===== src/rtl/tlb_pkg.sv =====
package tlb_pkg;
    localparam int unsigned VPN_W = 20;
    localparam int unsigned PFN_W = 20;
    localparam int unsigned N_ENT = 8;
    localparam int unsigned IDX_W = (N_ENT > 1) ? $clog2(N_ENT) : 1;

    typedef logic [VPN_W-1:0] vpn_t;
    typedef logic [PFN_W-1:0] pfn_t;
    typedef logic [N_ENT-1:0] way_vec_t;
    typedef logic [IDX_W-1:0] way_idx_t;

    typedef struct packed {
        pfn_t pfn;
        logic wr;
        logic usr;
    } xlat_t;

    typedef struct packed {
        logic  valid;
        vpn_t  vpn;
        xlat_t xl;
    } tlb_ent_t;

    typedef tlb_ent_t [N_ENT-1:0] ent_arr_t;

    // Lowest set bit as a one-hot vector (zero when none set).
    function automatic way_vec_t lowest_one(input way_vec_t v);
        way_vec_t r;
        logic     found;
        r     = '0;
        found = 1'b0;
        for (int i = 0; i < int'(N_ENT); i++) begin
            if (v[i] && !found) begin
                r[i]  = 1'b1;
                found = 1'b1;
            end
        end
        return r;
    endfunction

    function automatic logic perm_violation(input xlat_t x, input logic is_wr,
                                            input logic is_usr);
        return (is_wr && !x.wr) || (is_usr && !x.usr);
    endfunction
endpackage


===== src/rtl/tlb_cam.sv =====
module tlb_cam
    import tlb_pkg::*;
(
    input  ent_arr_t ents,
    input  vpn_t     key,
    output way_vec_t match
);
    for (genvar i = 0; i < int'(N_ENT); i++) begin : g_cmp
        assign match[i] = ents[i].valid && (ents[i].vpn == key);
    end
endmodule


===== src/rtl/tlb_victim.sv =====
module tlb_victim
    import tlb_pkg::*;
(
    input  logic     clk,
    input  logic     rst,
    input  way_vec_t valid_live,
    input  way_vec_t same_live,
    input  logic     take,
    output way_vec_t way_oh
);
    localparam way_idx_t LAST = way_idx_t'(N_ENT - 1);

    way_idx_t ptr;
    logic     use_rr;
    way_vec_t free_oh;
    way_vec_t rr_oh;

    assign free_oh = lowest_one(~valid_live);

    always_comb begin
        rr_oh      = '0;
        rr_oh[ptr] = 1'b1;
    end

    always_comb begin
        use_rr = 1'b0;
        if (|same_live) begin
            way_oh = same_live;
        end else if (|free_oh) begin
            way_oh = free_oh;
        end else begin
            way_oh = rr_oh;
            use_rr = 1'b1;
        end
    end

    always_ff @(posedge clk) begin
        if (rst) begin
            ptr <= '0;
        end else if (take && use_rr) begin
            ptr <= (ptr == LAST) ? '0 : ptr + 1'b1;
        end
    end


    ptr_hold_chk: assert property (@(posedge clk) disable iff (rst)
        !(take && use_rr) |=> $stable(ptr));


    ptr_step_chk: assert property (@(posedge clk) disable iff (rst)
        (take && use_rr) |=> (ptr != $past(ptr)));


    way_single_chk: assert property (@(posedge clk) disable iff (rst)
        take |-> $onehot(way_oh));
endmodule


===== src/rtl/tlb_store.sv =====
module tlb_store
    import tlb_pkg::*;
(
    input  logic     clk,
    input  logic     rst,
    input  way_vec_t clear,
    input  way_vec_t wr_oh,
    input  vpn_t     wr_vpn,
    input  xlat_t    wr_xl,
    output ent_arr_t ents
);
    for (genvar i = 0; i < int'(N_ENT); i++) begin : g_ent
        always_ff @(posedge clk) begin
            if (rst) begin
                ents[i] <= '0;
            end else begin
                if (clear[i]) ents[i].valid <= 1'b0;
                if (wr_oh[i]) begin
                    ents[i].valid <= 1'b1;
                    ents[i].vpn   <= wr_vpn;
                    ents[i].xl    <= wr_xl;
                end
            end
        end


        inv_drop_chk: assert property (@(posedge clk) disable iff (rst)
            (clear[i] && !wr_oh[i]) |=> !ents[i].valid);


        keep_chk: assert property (@(posedge clk) disable iff (rst)
            (!clear[i] && !wr_oh[i]) |=> $stable(ents[i]));
    end
endmodule


===== src/rtl/tlb_cache.sv =====
module tlb_cache
    import tlb_pkg::*;
(
    input  logic             clk,
    input  logic             rst,
    input  logic [VPN_W-1:0] lk_vpn,
    input  logic             lk_is_write,
    input  logic             lk_is_user,
    output logic             lk_hit,
    output logic [PFN_W-1:0] lk_pfn,
    output logic             lk_wr,
    output logic             lk_usr,
    output logic             lk_fault,
    input  logic             fill_en,
    input  logic             fill_faulted,
    input  logic [VPN_W-1:0] fill_vpn,
    input  logic [PFN_W-1:0] fill_pfn,
    input  logic             fill_wr,
    input  logic             fill_usr,
    input  logic             pdbr_write,
    input  logic             inv_en,
    input  logic [VPN_W-1:0] inv_vpn
);
    ent_arr_t ents;
    way_vec_t lk_match, fill_match, inv_match;
    way_vec_t valid_now, clear, valid_live, same_live, way_oh, wr_oh;
    logic     take;
    xlat_t    lk_xl, fill_xl;

    tlb_cam u_cam_lk   (.ents(ents), .key(lk_vpn),   .match(lk_match));
    tlb_cam u_cam_fill (.ents(ents), .key(fill_vpn), .match(fill_match));
    tlb_cam u_cam_inv  (.ents(ents), .key(inv_vpn),  .match(inv_match));

    for (genvar i = 0; i < int'(N_ENT); i++) begin : g_valid
        assign valid_now[i] = ents[i].valid;
    end

    // Invalidation is resolved before fill placement.
    assign clear      = pdbr_write ? '1 : (inv_en ? inv_match : '0);
    assign valid_live = valid_now & ~clear;
    assign same_live  = fill_match & ~clear;
    assign take       = fill_en && !fill_faulted;
    assign wr_oh      = take ? way_oh : '0;
    assign fill_xl    = '{pfn: fill_pfn, wr: fill_wr, usr: fill_usr};

    tlb_victim u_victim (
        .clk       (clk),
        .rst       (rst),
        .valid_live(valid_live),
        .same_live (same_live),
        .take      (take),
        .way_oh    (way_oh)
    );

    tlb_store u_store (
        .clk   (clk),
        .rst   (rst),
        .clear (clear),
        .wr_oh (wr_oh),
        .wr_vpn(fill_vpn),
        .wr_xl (fill_xl),
        .ents  (ents)
    );

    always_comb begin
        lk_xl = '0;
        for (int i = 0; i < int'(N_ENT); i++) begin
            if (lk_match[i]) lk_xl = lk_xl | ents[i].xl;
        end
    end

    assign lk_hit   = |lk_match;
    assign lk_pfn   = lk_xl.pfn;
    assign lk_wr    = lk_xl.wr;
    assign lk_usr   = lk_xl.usr;
    assign lk_fault = lk_hit && perm_violation(lk_xl, lk_is_write, lk_is_user);


    fault_needs_hit_chk: assert property (@(posedge clk) disable iff (rst)
        lk_fault |-> lk_hit);


    no_dup_chk: assert property (@(posedge clk) disable iff (rst)
        $onehot0(lk_match));


    flush_all_chk: assert property (@(posedge clk) disable iff (rst)
        (pdbr_write && !take) |=> (valid_now == '0));


    faulted_fill_chk: assert property (@(posedge clk) disable iff (rst)
        (fill_en && fill_faulted && !pdbr_write && !inv_en) |=> $stable(ents));


    fill_seen_chk: assert property (@(posedge clk) disable iff (rst)
        take |=> ($countones(valid_now) >= 1));
endmodule


===== config.mk =====
export PLATFORM = sky130hd
export DESIGN_NAME = tlb_cache
export DESIGN_NICKNAME = d
export VERILOG_FILES = /design/src/rtl/tlb_pkg.sv /design/src/rtl/tlb_cam.sv /design/src/rtl/tlb_victim.sv /design/src/rtl/tlb_store.sv /design/src/rtl/tlb_cache.sv
export SDC_FILE = /design/constraint.sdc
export NUM_CORES = 1
export LEC_CHECK = 0
export BUFFER_PORTS_ARGS = -buffer_cell sky130_fd_sc_hd__buf_4
export CAP_MARGIN = 5
export CORE_MARGIN = 10
export CORE_UTILIZATION = 51
export CTS_CLUSTER_DIAMETER = 100
export DETAILED_ROUTE_END_ITERATION = 12
export GPL_TIMING_DRIVEN = 0
export HOLD_SLACK_MARGIN = 0.1
export PLACE_DENSITY = 0.75
export SYNTH_ARGS = -nofsm -noshare
export SYNTH_HDL_FRONTEND = slang
export SYNTH_SLANG_ARGS = --single-unit

===== constraint.sdc =====
create_clock -name clk -period 3.48 [get_ports clk]
set_input_delay 0.522 -clock clk [delete_from_list [all_inputs] [get_ports clk]]
set_output_delay 0.522 -clock clk [all_outputs]
set_load 0.01 [all_outputs]

==> results by group <==
STA
  • Setup TNS: -31.3 ps
  • Worst slew pin tran: 981 ps
  • Slew Limit Headroom: between 30% and 40%
  • Pins over their slew limit: 0
  • Min Tclk post-route: roughly 3500 ps
  • Fmax: approximately 0.29 GHz
  • Skew final: 19.3 ps
  • Final worst setup slack: -22.6 ps
  • Hold slack: just over 200 ps
  • RSZ-0062 raised after global routing: yes
  • Setup Viol. Count Final: 3
  • Fin crit share: 101%
  • Hold Vio Cnt, Final: 0

Placement
  • Post-DP Area: ~22000 µm²
  • Placement Setup Slack: -1880 ps
  • IO buf count: 73
  • Dpl hpwl: ~69000 µm
  • # placed instances: around 3100
  • GP Congestion: ~1.1

Critical path
  • Cell family with most CP delay: simple AND/OR/NAND/NOR gates
  • Setup crit end kind: output port
  • CP startpoint kind: input pin
  • CP max stage delay: 410 ps
  • CP max stage cell: nor4_4
  • Critical path class: input pin to output port
  • CP arrival: 2980 ps
  • R2r startpoint: u_store.ents[71]$_SDFFE_PP0P_
  • Buffers and inverters on the worst path: 3
  • Beginning of the critical path: lk_vpn[14]
  • CP cell instances: clkbuf_2 -> xor2_1 -> nor4_1 -> nand4_1 -> nor4_4 -> buf_4 -> a22o_4 -> a221oi_2 -> nand3_2 -> o22ai_1 -> and2_1 -> buf_6
  • Max FO, Critical Path: 8
  • Worst EP required: about 3000 ps

CTS
  • CTS tree: built
  • Worst-Skew Late Latency: roughly 600 ps
  • CTS Sinks: 347
  • CTS clock-pin slew for the worst setup and hold paths: roughly 60 ps
  • H-Tree Depth: 2
  • TritonCTS Buffers: 40
  • # hold bufs at CTS: 0
  • Root Driver: clkbuf_16
  • Max clock buf depth: 3

Synth
  • Post-synth cell types: a little under 70
  • Primary FF master, synth: dfxtp_1
  • Mapped cell area: 20900 µm²
  • Synth warn: 0
  • Syn_nets: 2538
  • Register bit total from synthesis: 347
  • Post-Syn Area per Cell: approximately 8.5 µm²
  • Async SR Flop Fraction: 0%
  • Number of flops mapped to enable cells by yosys: 0
  • Cells after Synth: 2446
  • Sequential area share after synthesis: 33.3%

Routing
  • First-pass DRT Iterations: 7
  • Via count: around 22000
  • DR vias/cell: between 6 and 7
  • DRC marker count from the first detailed-route iteration: 3271
  • Routed Antenna Nets: 0
  • DR DRC count: 0
  • WL final: roughly 100000 µm
  • Drt wl/cell: between 30 and 40 µm

Global route
  • First-pass GRT wire length: ~140000 µm
  • Vias in the first global route: approximately 21000
  • Total gr overflow: 0
  • Antenna violations before repair: 0
  • Largest net degree at the start of global routing: 14
  • GRT Total Usage: a little under two fifths

Layout
  • Nets@finish: 2672
  • Finished Layout Cells: about 3100
  • Post-route cell area: 24500 µm²
  • P&R area growth vs syn: 17.5%
  • Share of cells above drive strength 1: between 15 and 20%
  • Util after Layout: between 60% and 70%

Floorplanning
  • Core box area: approximately 41000 µm²
  • Area of the die: roughly 49000 µm²
  • I/O pins: ~110
  • Initial core utilization: 51.4%
  • Die height: roughly 220 µm
  • Rows: 74
  • Die boundary width: around 220 µm

Min path
  • Hold/Removal Path Class: input pin to flop
  • HP Start: fill_pfn[17]

Power and ir drop
  • Lkg Pwr: between 9 and 10 nW
  • Power per Cell Area: around 400 nW/µm²
  • Final Total Pwr: 9.78 mW
  • Peak VDD IR: ~0.38 mV

Outcome
  • Violated checks: negative setup slack
  • Run status: finished, violations left

Flow run
  • Max_cap viols: 0
[layout by cell type, fill, tap and decap left out, types with 22 or more instances in the layout]
cell type	n
dfxtp_2	34
nand3b_1	43
clkbuf_4	31
buf_2	37
clkbuf_1	96
mux2i_1	171
nand2_1	187
nor4_1	72
xnor2_1	252
a21oi_1	93
a31oi_1	46
clkbuf_16	44
o311ai_0	22
xor2_1	225
dfxtp_1	311
buf_4	96
a22oi_1	37
nor3_1	52
nand4_1	126
clkbuf_2	24
buf_6	27
o21ai_0	126
nor2_1	70
nand3_1	131
[worst paths after layout]
check                                        end  slack, ps  cells past startpoint
setup / recovery                        lk_fault        -20                     12
hold / removal    u_store.ents[105]$_SDFFE_PP0P_        210                      3
setup reg to reg  u_store.ents[186]$_SDFFE_PP0P_         30                     11
hold reg to reg   u_store.ents[135]$_SDFFE_PP0P_        460                      2
[area by class of cell]
cell class / instances / area (µm²)
repair buffers: 102 / 841
flip-flops and latches: 347 / 7000
clock buffers: 54 / 1130
inverters: 11 / 41.3
well taps: 532 / 666
fillers: 3612 / 16100
diodes: 1 / 2.50
clock inverters: 18 / 270
multi-input cells: 1842 / 13200
plain buffers: 236 / 1410
[registers in the layout (all words and copies together) (netlist names)]
register      count
u_store.ents    344
u_victim.ptr      3
[worst register-to-register path: cells and delay by family, from the launching register on]
kind / cells / cell delay (ps)
AOI/OAI and AO/OA: 4 / 940
xor gates and xnor gates: 1 / 150
buffers and inverters: 2 / 520
DFF: 1 / 430
and+or+nand+nor: 4 / 1320
[power breakdown]
group / switching, mW / total, mW / internal [mW]
Clock: 1.94 / 4.56 / 2.62
Sequential: 0.0444 / 4.04 / 4.00
Combinational: 0.854 / 1.17 / 0.318
Total: 2.84 / 9.78 / 6.94
[cells in the mapped netlist (3+ instances only)]
cell type	number	area share (%)
xnor2_1	254	11
o311ai_1	20	0.84
nor4_1	89	2.7
nor2_1	70	1.3
buf_4	6	0.22
buf_1	21	0.38
nand3_1	139	3.3
nand3b_1	43	1.5
or3_1	5	0.15
mux2i_1	171	8.2
or2_2	3	0.090
a31oi_1	46	1.4
nor3b_1	3	0.11
a2111oi_0	6	0.25
xor2_1	225	9.4
nor2b_1	4	0.12
o311ai_0	22	0.92
nand2_1	187	3.4
nand4b_1	4	0.17
inv_1	10	0.18
a221oi_1	22	0.92
o21ai_1	3	0.072
buf_12	4	0.38
clkbuf_1	143	2.6
o21ai_0	126	3.0
dfxtp_1	347	33
a22o_1	22	0.92
nand2b_1	9	0.27
nor3_1	52	1.2
and3_1	7	0.21
buf_2	57	1.4
or4_1	4	0.14
buf_6	14	0.75
a21oi_1	95	2.3
nand4_1	126	3.8
a22oi_1	45	1.6
[per-layer routing]
metal | part of all wire (%) | global-route usage [%] | vias to the layer above | wire [µm]
met5 | 0 | 0 | - | 0
met4 | 8.3 | 26.3 | 0 | 8340
met3 | 13 | 10.9 | 506 | 13500
met2 | 42 | 55.7 | 1899 | 41700
met1 | 37 | 47.2 | 10466 | 36700
li1 | - | - | 9079 | -
[timing repair]
item | in CTS | in global routing
resized for setup | 110 | 139
endpoints found under the setup margin | 352 | 357
gates cloned | 0 | 2
pin swaps | 19 | 24
buffers inserted | 12 | 9
[logic make-up (layout without fill, tap and decap cells)]
group,count (synthesis),count (layout),synth area share [%]
compound gates,431,431,13.3
xor+xnor,479,479,20.1
fa+ha+maj,2,2,0.120
mux,171,171,8.20
flops,347,347,33.3
buf+inv,257,421,5.89
other cells,0,1,0
simple gates,759,759,19.1
(Power assumes the default switching activity.)
